===== src/rtl/epp_periph_ctrl.sv =====
module epp_periph_ctrl #(
  parameter int W = 8
) (
  input  logic         clk,
  input  logic         rst,
  input  logic         astb_n,
  input  logic         dstb_n,
  input  logic         host_rd,
  input  logic [W-1:0] bus_in,
  output logic [W-1:0] bus_out,
  output logic         bus_oe,
  output logic         wait_o,
  input  logic [W-1:0] rd_byte,
  output logic         rd_req,
  output logic [W-1:0] addr_q,
  output logic         addr_vld,
  output logic [W-1:0] data_q,
  output logic         data_vld
);

  logic [1:0] a_sy, d_sy, r_sy;
  logic       a_prev, d_prev, rel_d;

  wire rd_dir = r_sy[1];
  wire a_fall = a_prev & ~a_sy[1];
  wire a_rise = ~a_prev & a_sy[1];
  wire d_fall = d_prev & ~d_sy[1];
  wire d_rise = ~d_prev & d_sy[1];
  wire a_wr   = a_fall & ~rd_dir;
  wire d_wr   = d_fall & ~rd_dir;

  always_ff @(posedge clk or posedge rst) begin
    if (rst) begin
      a_sy     <= 2'b11;
      d_sy     <= 2'b11;
      r_sy     <= 2'b00;
      a_prev   <= 1'b1;
      d_prev   <= 1'b1;
      rel_d    <= 1'b0;
      addr_q   <= '0;
      data_q   <= '0;
      addr_vld <= 1'b0;
      data_vld <= 1'b0;
      rd_req   <= 1'b0;
      wait_o   <= 1'b0;
      bus_oe   <= 1'b0;
      bus_out  <= '0;
    end else begin
      a_sy     <= {a_sy[0], astb_n};
      d_sy     <= {d_sy[0], dstb_n};
      r_sy     <= {r_sy[0], host_rd};
      a_prev   <= a_sy[1];
      d_prev   <= d_sy[1];
      rel_d    <= d_rise;
      addr_vld <= a_wr;
      data_vld <= d_wr;
      rd_req   <= d_fall & rd_dir;
      if (a_wr) addr_q <= bus_in;
      if (d_wr) data_q <= bus_in;
      if (a_fall | d_wr | rd_req) wait_o <= 1'b1;
      else if (a_rise | d_rise)   wait_o <= 1'b0;
      if (rd_req) begin
        bus_oe  <= 1'b1;
        bus_out <= rd_byte;
      end else if (rel_d) begin
        bus_oe  <= 1'b0;
      end
    end
  end

endmodule



===== config.mk =====
export PLATFORM = sky130hd
export DESIGN_NAME = epp_periph_ctrl
export DESIGN_NICKNAME = d
export VERILOG_FILES = /design/src/rtl/epp_periph_ctrl.sv
export SDC_FILE = /design/constraint.sdc
export NUM_CORES = 1
export LEC_CHECK = 0
export ABC_CLOCK_PERIOD_IN_PS = 1260
export BUFFER_PORTS_ARGS = -buffer_cell sky130_fd_sc_hd__buf_2
export CAP_MARGIN = 40
export CORE_UTILIZATION = 36
export DETAILED_ROUTE_END_ITERATION = 10
export PLACE_DENSITY_LB_ADDON = 0.2
export SKIP_CTS_REPAIR_TIMING = 1
export SLEW_MARGIN = 30
export SYNTH_ARGS = -nofsm -noshare
export SYNTH_HDL_FRONTEND = slang
export SYNTH_SLANG_ARGS = --single-unit

===== constraint.sdc =====
create_clock -name clk -period 1.26 [get_ports clk]
set_input_delay 0.252 -clock clk [delete_from_list [all_inputs] [get_ports clk]]
set_output_delay 0.252 -clock clk [all_outputs]
set_load 0.02 [all_outputs]

Word-level counts from Yosys, hierarchy flattened:

Cells that the tools add are included.

* multiplexer cells: 4
* bitwise logic cells: 15
* reductions and logical operators: 2

Operators with widths (number)
* $and A1 B1 Y1: 7
* $not A1 Y1: 5
* $mux W1: 4
* $reduce_bool A2 Y1: 2
* $or A1 B1 Y1: 3

* register bits: 38
* input bits: 21
* output and inout port bits: 29
* word-level logic and storage cells: 35

Depth between registers and ports, before layout:

* word-level depth: 6
* gate-level depth with buffers: 4

Worst setup path before layout:

OpenSTA, ideal clock, no wires.

* kind: register to register
* start point: register d_prev
* end point: register data_q[0]
* data arrival time: 1.154 ns
* setup slack: -0.019 ns
* stages on the path, launching flop included: 4
* clock period less this slack: 1.279 ns
* cells stage by stage: dfstp_2 nor3b_2 buf_6 mux2_2

* longest elaborated chain between the ends: 2

RTL lines
* from (decl): line 22 `logic a_prev, d_prev, rel_d;`
* from (signal assigned): line 53 `d_prev <= d_sy[1];`
* $and A1 B1 Y1: line 27 `wire d_fall = d_prev & ~d_sy[1];`
* $and A1 B1 Y1: line 30 `wire d_wr = d_fall & ~rd_dir;`
* via d_wr: line 30
* to (signal assigned): line 59 `if (d_wr) data_q <= bus_in;`
* to (decl): line 17 `output logic [W-1:0] data_q,`

The timed path passes the listed nets, and every way through them passes these cells.
A chain may end at the register's enable or synchronous reset.

Final worst setup path:

* start point: register d_prev
* end point: register data_q[0]

* longest elaborated chain between the ends: 2

RTL lines (line)
* $and A1 B1 Y1: 27
* $and A1 B1 Y1: 30

No other way between the ends.

==> reports/metrics.cfg <==
[cts]
clkTransAtPathRegs_ns=0.06
htree_levels=2
cts_buffers=5
cts_max_path_buffers=2
cts_root_buffer=clkbuf_8
clk_latency_ns=0.29
cts_sinks=38
cts_tree=built

[sta]
hold_violations=0
worstMarginPinSlew_ns=0.406
timing.final.crit_period_ns=1.34
relSlewSlack_pct=72.9
setup_viol=16
skew_ns=0.00425
post-route-period-util_pct=106
rsz0062_at_grt=yes
fin_ws_ns=-0.0792
finalHoldWorstSlack_ns=0.0616
max_freq_ghz=0.747
final-max-slew-violation-count=0

[floorplan]
die_y_microns=62.9
coreArea_sq_um=3440
start_util_pct=38.8
rows=21
die_w_microns=62.9
pin_count=50
die-area_sq_um=3960

[synth]
async_reset_ff_share_pct=100
ys_seq_elements=38
avgSynthCellArea_sq_um=17.3
synth_cells=77
synth.distinct_cells=13
syn_area_sq_um=1340
syn_nets=98
synth_top_area_share_pct=60.0
synth_edf_count=0
dominantRegCellSynth=dfrtp_1
synthTopCellsByArea=dfrtp_1 (60%), mux2_2 (20%), dfstp_2 (12%), nor3b_2 (1.9%), buf_6 (1.7%)
yosysMostFrequentCell=dfrtp_1
synth_common_cells=dfrtp_1 (32), mux2_2 (24), dfstp_2 (6)
yosysWarningCount=0
yosysTopAreaCell=dfrtp_1
ys_seq_area_share_pct=71.8

[route]
ant_nets=0
drt_drc_violations_left=0
drtIter0Drc=16
num_vias=833
drtPass1Iterations=2
drt-vias-per-instance=4.45
avgRoutedWirePerCell_microns=12.5
wl_microns=2340

[final_layout]
finalInstanceArea_sq_um=1860
multi_input_area_sq_um=407
regArea_sq_um=960
fin_nets=161
fin_util_pct=54.1
antenna-diode-count=0
drive_gt1_share_pct=68.8
syn_to_final_growth_pct=39.6
fill_cells=298

[global_routing]
grt_overflow_total=0
antenna_found_initial=0
grt_pass1_wl_microns=3930
grt_pass1_vias=901
grt_max_degree=12
track_usage_pct=13.4

[setup_path]
cp.arrival_ns=1.51
crit_fanout=6
path_buf_inv=1
critPathKind=flop to flop
crit_family=flip-flops
crit_path_end_kind=flop
crit_path_start_kind=flop
cp_slowest_stage_delay_ns=0.53
path_cells=nor3b_4, buf_6, mux2_4
cp_slowest_cell=dfstp_2
cp_data_required_time_ns=1.43

[placement]
port_buffers=49
postPlaceCellArea_sq_um=1690
gp_congestion=0.752
dp_hpwl_microns=1740

[run]
maxCapViolations=0

[hold_path]
worst_hold_path_type=input pin to flop

[power_and_ir_drop]
ir_worst_vdd_mv=0.880
power_density_nw_per_um2=1580
leakagePower_nw=0.933

[run_status]
status=complete, but fails checks
violations=setup timing

## placed cells by master (no fill, tap or decap), drive strengths merged
cell type,netlist,final
a211oi,1,1
a21o,1,1
and3,1,1
buf,3,58
clkbuf,0,8
dfrtp,32,32
dfstp,6,6
dlygate4sd3,0,1
inv,4,4
mux2,24,24
nand2,1,1
nor2,1,1
nor3b,2,2
o221ai,1,1
## worst paths after layout
check | cells past startpoint | slack [ns] | to | startpoint
worst max-delay path | 3 | -0.08 | data_q[0]$_DFFE_PP0P_ | d_prev$_DFF_PP1_
worst min-delay path | 1 | 0.06 | d_sy[0]$_DFF_PP1_ | dstb_n
worst max register to register | 3 | -0.08 | data_q[0]$_DFFE_PP0P_ | d_prev$_DFF_PP1_
worst min register to register | 0 | 0.35 | r_sy[1]$_DFF_PP0_ | r_sy[0]$_DFF_PP0_
max in group asynchronous | 4 | 0.26 | rd_req$_DFF_PP0_ | rst
min in group asynchronous | 3 | 0.50 | r_sy[0]$_DFF_PP0_ | rst
## final cells by class
cell class / instances / share of cell area [%]
Multi-Input combinational cell: 32 / 21.8
Timing Repair Buffer: 59 / 18.5
Tap cell: 46 / 3.09
Clock buffer: 8 / 4.30
Sequential cell: 38 / 51.5
Inverter: 4 / 0.806
## metrics by stage
| stage | power, mW | TNS, ns | std cells | setup WS (ns) |
|---|---|---|---|---|
| global route | 3.12 | -1.72 | 187 | -0.117 |
| CTS | 2.93 | -1.26 | 186 | -0.133 |
| global placement | 2.12 | -0.503 | 178 | -0.0497 |
| floorplan | 1.90 | -0.241 | 77 | -0.0193 |
| detailed placement | 2.14 | -0.932 | 178 | -0.0808 |
| finish | 2.95 | -1.03 | 187 | -0.0792 |
## power breakdown
| part | leakage (nW) | switching [mW] | internal [mW] |
|---|---|---|---|
| Clock | 0.0395 | 0.378 | 0.392 |
| Sequential | 0.445 | 0.0944 | 1.40 |
| Combinational | 0.448 | 0.352 | 0.331 |
| Total | 0.933 | 0.824 | 2.12 |
## logic make-up after synthesis
group / Yosys count / synth area share [%]
DFF: 38 / 71.8
muxes: 24 / 20.2
buffers and inverters: 7 / 3.19
and+or+nand+nor: 5 / 3.00
AOI/OAI and AO/OA: 3 / 1.78
## layer usage
metal / GRT usage, % / up-vias / share of wire, %
li1: - / 385 / -
met1: 13.9 / 402 / 41
met2: 22.8 / 41 / 49
met3: 6.02 / 5 / 8.5
met4: 6.10 / 0 / 1.5
met5: 0 / - / 0
## state kept, by name, indices dropped and copies added, names as in the netlist
name / count
addr_q: 8
d_sy: 2
a_prev: 1
wait_o: 1
bus_out: 8
data_vld: 1
r_sy: 2
rel_d: 1
d_prev: 1
data_q: 8
rd_req: 1
addr_vld: 1
a_sy: 2
bus_oe: 1
## worst register-to-register path, stage by stage, from the launching register on
cell and delay, ns:
dfstp_2 0.53, nor3b_4 0.22, buf_6 0.17, mux2_4 0.30
Power figures use the tool's default switching activity.
